===== src/rtl/wdma_pkg.sv =====
package wdma_pkg;

    localparam int unsigned ADDR_W     = 32;
    localparam int unsigned OFF_W      = 5;
    localparam int unsigned STRIDE_W   = 16;
    localparam int unsigned LINE_W     = 12;
    localparam int unsigned FRAME_W    = 20;
    localparam int unsigned WORD_BYTES = 4;
    localparam int unsigned WB_LOG2    = $clog2(WORD_BYTES);

    localparam logic [OFF_W-1:0] P24_OFF_LO = OFF_W'(0);
    localparam logic [OFF_W-1:0] P24_OFF_HI = OFF_W'(8);

    typedef struct packed {
        logic [ADDR_W-1:0]   base;
        logic [OFF_W-1:0]    pix_off;
        logic [STRIDE_W-1:0] stride;
        logic [LINE_W-1:0]   line_words;
        logic [FRAME_W-1:0]  frame_words;
        logic                en_2d;
        logic                pack24;
    } wdma_cfg_t;

    typedef enum logic {
        ST_IDLE = 1'b0,
        ST_RUN  = 1'b1
    } wdma_state_e;

    typedef struct packed {
        logic [ADDR_W-1:0] addr;
        logic [LINE_W-1:0] line_idx;
    } wdma_pos_t;

    function automatic logic off_legal(wdma_cfg_t c);
        if (c.en_2d && c.pack24)
            return (c.pix_off == P24_OFF_LO) || (c.pix_off == P24_OFF_HI);
        return 1'b1;
    endfunction

    function automatic logic [OFF_W-1:0] eff_offset(wdma_cfg_t c);
        if (c.en_2d && off_legal(c))
            return c.pix_off;
        return '0;
    endfunction

    function automatic logic [ADDR_W-1:0] word_align(logic [ADDR_W-1:0] a);
        return {a[ADDR_W-1:WB_LOG2], {WB_LOG2{1'b0}}};
    endfunction

    function automatic logic [ADDR_W-1:0] words_to_bytes(logic [STRIDE_W-1:0] w);
        return ADDR_W'(w) << WB_LOG2;
    endfunction

endpackage


===== src/rtl/wdma_cfg_bank.sv =====
module wdma_cfg_bank
    import wdma_pkg::*;
(
    input  logic      clk,
    input  logic      rst,
    input  logic      cfg_wr,
    input  wdma_cfg_t cfg_in,
    input  logic      cfg_update,
    input  logic      frame_start,
    output wdma_cfg_t act_cfg,
    output wdma_cfg_t start_cfg,
    output logic      upd_pend,
    output logic      cfg_err
);

    wdma_cfg_t shadow_q;
    wdma_cfg_t active_q;
    logic      pend_q;
    logic      commit;

    assign commit = frame_start && (pend_q || cfg_update);

    always_ff @(posedge clk) begin
        if (rst) begin
            shadow_q <= '0;
        end else if (cfg_wr) begin
            shadow_q <= cfg_in;
        end
    end

    always_ff @(posedge clk) begin
        if (rst) begin
            active_q <= '0;
        end else if (commit) begin
            active_q <= shadow_q;
        end
    end

    always_ff @(posedge clk) begin
        if (rst) begin
            pend_q <= 1'b0;
        end else if (frame_start) begin
            pend_q <= 1'b0;
        end else if (cfg_update) begin
            pend_q <= 1'b1;
        end
    end

    assign act_cfg   = active_q;
    assign start_cfg = commit ? shadow_q : active_q;
    assign upd_pend  = pend_q;
    assign cfg_err   = !off_legal(active_q);

endmodule


===== src/rtl/wdma_step.sv =====
module wdma_step
    import wdma_pkg::*;
(
    input  wdma_pos_t pos,
    input  wdma_cfg_t cfg,
    output wdma_pos_t nxt,
    output logic      line_end
);

    logic [LINE_W-1:0] last_idx;

    assign last_idx = cfg.line_words - LINE_W'(1);
    assign line_end = cfg.en_2d && (cfg.line_words != '0) && (pos.line_idx == last_idx);

    always_comb begin
        if (line_end) begin
            nxt.addr     = pos.addr + words_to_bytes(cfg.stride);
            nxt.line_idx = '0;
        end else begin
            nxt.addr     = pos.addr + ADDR_W'(WORD_BYTES);
            nxt.line_idx = pos.line_idx + LINE_W'(1);
        end
    end

endmodule


===== src/rtl/wdma_seq.sv =====
module wdma_seq
    import wdma_pkg::*;
(
    input  logic               clk,
    input  logic               rst,
    input  logic               frame_start,
    input  logic               ready,
    input  logic [ADDR_W-1:0]  start_base,
    input  logic [FRAME_W-1:0] start_frame_words,
    input  logic [FRAME_W-1:0] act_frame_words,
    input  wdma_pos_t          nxt_pos,
    output wdma_pos_t          cur_pos,
    output logic               valid,
    output logic               done
);

    wdma_state_e        state_q;
    wdma_pos_t          pos_q;
    logic [FRAME_W-1:0] cnt_q;
    logic [FRAME_W-1:0] cnt_inc;
    logic               done_q;

    assign cnt_inc = cnt_q + FRAME_W'(1);

    always_ff @(posedge clk) begin
        if (rst) begin
            state_q <= ST_IDLE;
            pos_q   <= '0;
            cnt_q   <= '0;
            done_q  <= 1'b0;
        end else begin
            done_q <= 1'b0;
            if (frame_start) begin
                pos_q.addr     <= word_align(start_base);
                pos_q.line_idx <= '0;
                cnt_q          <= '0;
                state_q        <= (start_frame_words != '0) ? ST_RUN : ST_IDLE;
            end else if (state_q == ST_RUN && ready) begin
                pos_q <= nxt_pos;
                cnt_q <= cnt_inc;
                if (cnt_inc == act_frame_words) begin
                    state_q <= ST_IDLE;
                    done_q  <= 1'b1;
                end
            end
        end
    end

    assign cur_pos = pos_q;
    assign valid   = (state_q == ST_RUN);
    assign done    = done_q;

endmodule


===== src/rtl/wdma_top.sv =====
module wdma_top
    import wdma_pkg::*;
(
    input  logic                clk,
    input  logic                rst,
    input  logic                cfg_wr,
    input  logic [ADDR_W-1:0]   cfg_base,
    input  logic [OFF_W-1:0]    cfg_pix_off,
    input  logic [STRIDE_W-1:0] cfg_stride,
    input  logic [LINE_W-1:0]   cfg_line_words,
    input  logic [FRAME_W-1:0]  cfg_frame_words,
    input  logic                cfg_en_2d,
    input  logic                cfg_pack24,
    input  logic                cfg_update,
    input  logic                frame_start,
    input  logic                fetch_ready,
    output logic                fetch_valid,
    output logic [ADDR_W-1:0]   fetch_addr,
    output logic [OFF_W-1:0]    fetch_pix_off,
    output logic                frame_done,
    output logic                cfg_error,
    output logic                update_pending
);

    wdma_cfg_t cfg_in;
    wdma_cfg_t act_cfg;
    wdma_cfg_t start_cfg;
    wdma_pos_t cur_pos;
    wdma_pos_t nxt_pos;
    logic      line_end;

    always_comb begin
        cfg_in.base        = cfg_base;
        cfg_in.pix_off     = cfg_pix_off;
        cfg_in.stride      = cfg_stride;
        cfg_in.line_words  = cfg_line_words;
        cfg_in.frame_words = cfg_frame_words;
        cfg_in.en_2d       = cfg_en_2d;
        cfg_in.pack24      = cfg_pack24;
    end

    wdma_cfg_bank u_cfg (
        .clk        (clk),
        .rst        (rst),
        .cfg_wr     (cfg_wr),
        .cfg_in     (cfg_in),
        .cfg_update (cfg_update),
        .frame_start(frame_start),
        .act_cfg    (act_cfg),
        .start_cfg  (start_cfg),
        .upd_pend   (update_pending),
        .cfg_err    (cfg_error)
    );

    wdma_step u_step (
        .pos     (cur_pos),
        .cfg     (act_cfg),
        .nxt     (nxt_pos),
        .line_end(line_end)
    );

    wdma_seq u_seq (
        .clk              (clk),
        .rst              (rst),
        .frame_start      (frame_start),
        .ready            (fetch_ready),
        .start_base       (start_cfg.base),
        .start_frame_words(start_cfg.frame_words),
        .act_frame_words  (act_cfg.frame_words),
        .nxt_pos          (nxt_pos),
        .cur_pos          (cur_pos),
        .valid            (fetch_valid),
        .done             (frame_done)
    );

    assign fetch_addr    = cur_pos.addr;
    assign fetch_pix_off = eff_offset(act_cfg);

    logic unused_ok;
    assign unused_ok = line_end;

endmodule


===== config.mk =====
export PLATFORM = sky130hd
export DESIGN_NAME = wdma_top
export DESIGN_NICKNAME = d
export VERILOG_FILES = /design/src/rtl/wdma_pkg.sv /design/src/rtl/wdma_cfg_bank.sv /design/src/rtl/wdma_step.sv /design/src/rtl/wdma_seq.sv /design/src/rtl/wdma_top.sv
export SDC_FILE = /design/constraint.sdc
export NUM_CORES = 1
export LEC_CHECK = 0
export ABC_AREA = 1
export BUFFER_PORTS_ARGS = -buffer_cell sky130_fd_sc_hd__buf_4
export CORE_MARGIN = 1
export CORE_UTILIZATION = 30
export CTS_CLUSTER_DIAMETER = 80
export DETAILED_ROUTE_END_ITERATION = 6
export PLACE_DENSITY_LB_ADDON = 0.1
export SYNTH_ARGS = -nofsm -noshare
export SYNTH_HDL_FRONTEND = slang
export SYNTH_HIERARCHICAL = 1
export SYNTH_SLANG_ARGS = --single-unit

===== constraint.sdc =====
create_clock -name clk -period 4.19 [get_ports clk]
set_clock_uncertainty 0.05 [all_clocks]
set_input_delay 0.838 -clock clk [delete_from_list [all_inputs] [get_ports clk]]
set_output_delay 0.838 -clock clk [all_outputs]
set_load 0.03 [all_outputs]

# After elaboration in Yosys (flattened, before gate mapping)
# Index checks and enable logic that the tools add are counted.
word_totals:
  inputBits: 93
  regBits: 241
  elab_cells: 63
classes:
  eq_ne: 3
  bitwise: 1
  addsub: 5
  reduce_logical: 17
  muxes: 15
op_table:
  columns: ["operator", "n"]
  rows:
  - ["44-bit two-way mux", 3]
  - ["87-bit two-way mux", 1]
  - ["32-bit by 18-bit adder with 32-bit output", 1]
  - ["32-bit by 3-bit adder with 32-bit output, second input constant", 1]
  - ["20-bit by 1-bit adder with 20-bit output, second input constant", 1]
  - ["20-bit == test", 1]
  - ["20-bit nonzero test", 1]
  - ["12-bit by 1-bit adder with 12-bit output, second input constant", 1]
  - ["12-bit == test", 1]
  - ["12-bit nonzero test", 1]
  - ["12-bit by 1-bit subtractor with 12-bit output, second input constant", 1]
  - ["5-bit two-way mux", 2]
  - ["1-bit two-way mux", 9]
  - ["1-bit logical AND", 6]
  - ["5-bit by 4-bit == test with 1-bit output, second input constant", 1]
  - ["5-bit zero test", 1]
  - ["2-bit nonzero test", 2]
  - ["3-bit OR reduction", 1]
  - ["1-bit logical OR", 2]
  - ["2-bit AND reduction", 1]
  - ["2-bit OR reduction", 1]
  - ["1-bit zero test", 1]
  - ["1-bit NOT", 1]

# Depth between registers and ports, before layout
logic_depth:
  depth_word: 7
  ltp_mapped: 30
  depth_no_buf: 29

# Hierarchy
# Netlist, hierarchy kept.
by_module_without_submodules:
  columns: ["mod", "seq_area_each_um2", "n_inst", "area_each_um2", "cells_each"]
  rows:
  - ["wdma_cfg_bank", 3503.4, 1, 7250.7, 1033]
  - ["wdma_seq", 1321.3, 1, 3804.9, 599]
  - ["wdma_step", 0.0, 1, 2438.6, 477]
  - ["wdma_top", 0.0, 1, 63.8, 16]

# Worst setup path before layout
# Ideal clock, no wire load.
synth_path:
  path_type: "register to register"
  from: "register u_cfg.active_q (netlist bit u_cfg/act_cfg[22])"
  to: "register u_seq.pos_q (netlist bit u_seq/cur_pos[40])"
  required_ns: 4.083
  path_buffers: 1
  arrival_ns: 3.159
  setup_ns: 0.057
  period_less_slack_ns: 3.266
  path_stages_with_launch: 26
  setup_slack_ns: 0.924
  path_cell_list: "dfxtp_1 inv_1 ha_1 nand2_1 inv_1 nor2_1 nand2_1 a21oi_1 nand3_1 nor2_1 nand4_2 buf_6 inv_6 nand2_1 fa_1 o21ai_1 nand2_1 nand2_1 a21oi_1 o21ai_0 nand3_1 nand2_1 nand3_1 nand3_1 nand2_1 inv_1"
synth_lines:
  columns: ["item", "line", "source"]
  rows:
  - ["start: declaration", "wdma_cfg_bank.sv:17", "wdma_cfg_t active_q;"]
  - ["start signal: assignment", "wdma_cfg_bank.sv:35", "active_q <= shadow_q;"]
  - ["end signal: assignment", "wdma_seq.sv:39", "pos_q <= nxt_pos;"]
  - ["end: declaration", "wdma_seq.sv:18", "wdma_pos_t pos_q;"]

==> metrics.txt <==
CTS root buffer=clkbuf_16; finished layout cell area=15,660 um2; Slowest cell on crit path=fa_1; Worst setup SP type=register; Switching Share=around 28%; Reg2Reg Setup Slack=0.46 ns; clock share of power=42.6%; max-slew violation count=0; CP max FO=17; P_leak=around 7.8 nW; clk_lat worst skew=between 0.5 and 0.6 ns; Starting Density=30.60%; Arrival @ worst endpoint=4.18 ns; residual DRC count=0; Post-Route Setup TNS=0 ns; Int Pwr=between 0.004 and 0.005 W; initial antenna violation count=0; DR vias=12,360; crit path time final=3.733 ns; Synthesis Warnings=6; Worst Hold End=u_cfg/shadow_q[58]$_SDFFE_PP0P_; Final Hold Viols=0; Slew Limit Headroom=24.23%; Iter 0 DRT Violations=495; sequential cell area=4745 um2; outcome=finished, final reports clean; dpl ws=0.1663 ns; P&R area growth vs syn=18.00%; port buffer count=131; Die Wd=212.3 um; pwr/cell area=378.2 nW/um2; Multi-input gate area=6573 um2; Worst-Margin Slew=1.135 ns; fin nets=around 2,300; Avg Cell Area, Syn=6.416 um2; combinational power share=15.3%; Pwr Total=0.005921 W; CTS sink count=237; maximum vdd drop=280.5 uV; GPL Wtd Cong=0.8600; Antenna Cells=0; WL/cell=approximately 14 um; vias in the first global route=11,850; row cnt=76; area of the die=approximately 45,000 um2; Clock Path Buffers=3; Seq pwr share=42.1%; worst reg2reg path depth=28; Worst Hold Depth=2; CP endpoint kind=register; gate count of the mapped netlist=2,068; worst reg2reg path startpoint=u_cfg/act_cfg[22]$_SDFF_PP0_; highest cell delay on the worst timing path=around 0.45 ns; GRT Util Overall=approximately 17%; Cell Area, Placed=14,690 um2; GRT overflow=0; worst hold slack=0.4158 ns; Fmax=267.9 MHz; Worst-path clk slew=~0.06 ns; RSZ-0062 raised after global routing=no; filler cell count in the final layout=between 4,000 and 5,000; H-tree lvl count=1; Switch Pwr=~0.0017 W; die height=212.3 um; post-synthesis cell area=13,270 um2; worst hold path class=reg -> reg; Post-Synthesis Net Count=between 2,000 and 2,500; Final HPWL DP=between 20,000 and 30,000 um; first-pass GRT wire length=62,080 um; # Post-CTS Setup Buffers=0; CTS Buf Count=29; WL final=38,190 um; Data required, critical path=4.64 ns; worst setup margin=about 0.46 ns; CP Class=reg -> reg; cell mode on critical path=nand2_1; via-per-instance ratio=~4.5; I/O pin total=approximately 130; first-pass detailed-route iteration total=4; crit share post-route=about 90%; setup violators final=0; largest net degree at the start of global routing=104; core area=approximately 43,000 um2; Final ANT Viol Nets=0; TritonCTS clock tree=done; Hold Path Origin=u_cfg/shadow_q[58]$_SDFFE_PP0P_; share of cells above drive strength 1=11.15%; end of the worst register-to-register path=u_seq/cur_pos[42]$_SDFFE_PP0P_; Max-Cap Viols=0
==> critical path: cells and delay by family, from the launching register on <==
kind            cells  cell delay [ns]
compound gates      2             0.36
fa+ha+maj           2             0.70
buf+inv             7             0.77
flops               1             0.39
simple gates       17             1.41
==> worst max path at each step <==
stage	startpoint	end	slack, ns	depth (start not counted)
after floorplan	u_cfg/act_cfg[22]$_SDFF_PP0_	u_seq/cur_pos[40]$_SDFFE_PP0P_	0.92	25
final	u_cfg/act_cfg[22]$_SDFF_PP0_	u_seq/cur_pos[42]$_SDFFE_PP0P_	0.46	28
after global routing	u_cfg/act_cfg[22]$_SDFF_PP0_	u_seq/cur_pos[35]$_SDFFE_PP0P_	0.01	28
after global placement	u_cfg/act_cfg[22]$_SDFF_PP0_	u_seq/cur_pos[34]$_SDFFE_PP0P_	0.24	23
after CTS	u_cfg/act_cfg[22]$_SDFF_PP0_	u_seq/cur_pos[40]$_SDFFE_PP0P_	0.16	25
after detailed placement	u_cfg/act_cfg[22]$_SDFF_PP0_	u_seq/cur_pos[40]$_SDFFE_PP0P_	0.17	25
==> metal layers <==
metal | GRT usage [%] | vias to the layer above | part of all wire (%) | wire [um]
met5 | 0 | - | 0 | 0
met2 | 28.36 | 138 | 45 | 17130
met1 | 23.22 | 5592 | 50 | 19060
met3 | 3.013 | 38 | 3.7 | 1404
met4 | 3.374 | 0 | 1.6 | 599
li1 | - | 6587 | - | -
==> area by class of cell <==
| class | count | share of cell area (%) |
|---|---|---|
| multi-input combinational | 1332 | 41.98 |
| sequential | 237 | 30.30 |
| inverter | 399 | 9.629 |
| timing repair buffer | 151 | 7.344 |
| clock buffer | 44 | 5.378 |
| tap | 585 | 4.675 |
| clock inverter | 8 | 0.6952 |
==> power by group through the flow <==
stage                     clock network (W)  logic, W  registers, W
after floorplan                           0  0.000615       0.00255
after global placement                    0  0.000912       0.00254
after detailed placement                  0  0.000917       0.00254
after CTS                           0.00261  0.000922       0.00249
after global routing                0.00269   0.00104       0.00251
final                               0.00252  0.000909       0.00249
==> registers in the layout, indices dropped and copies added (netlist names) <==
register,count
u_seq/cnt_q,20
u_seq/cur_pos,44
u_seq/valid,1
u_cfg/act_cfg,85
u_cfg/shadow_q,85
u_cfg/upd_pend,1
u_seq/done,1
==> per-stage QoR <==
step | util (%) | instances
floorplan | - | 2068
global placement | 33.88 | 2704
detailed placement | 33.88 | 2704
CTS | 36.07 | 2756
global route | 36.11 | 2756
finish | 36.11 | 2756
==> cells in the final DEF, fill, tap and decap left out, types with 4 or more instances in the layout <==
master     instances
buf_4            149
clkbuf_16         29
a211oi_1          86
inv_1            394
nor2_1           288
clkbuf_1           9
clkbuf_8           6
nand3_1          247
nor2_2            10
nor3_1             9
dfxtp_1          237
a21oi_1           36
ha_1              19
o211ai_1          13
xor2_1            30
o21ai_0           31
xnor2_1            9
nor2_4             8
nand3b_1           8
nor4_1             7
nand2_1          474
nand2_2            6
clkinv_2           4
nand4_1           15
==> repair_timing <==
item / 4_1_cts / 5_1_grt
setup endpoints to repair: 0 / 12
hold buffers: 0 / 0
gates resized for setup: 0 / 7
Note: power is estimated with default switching activity, not from simulation.
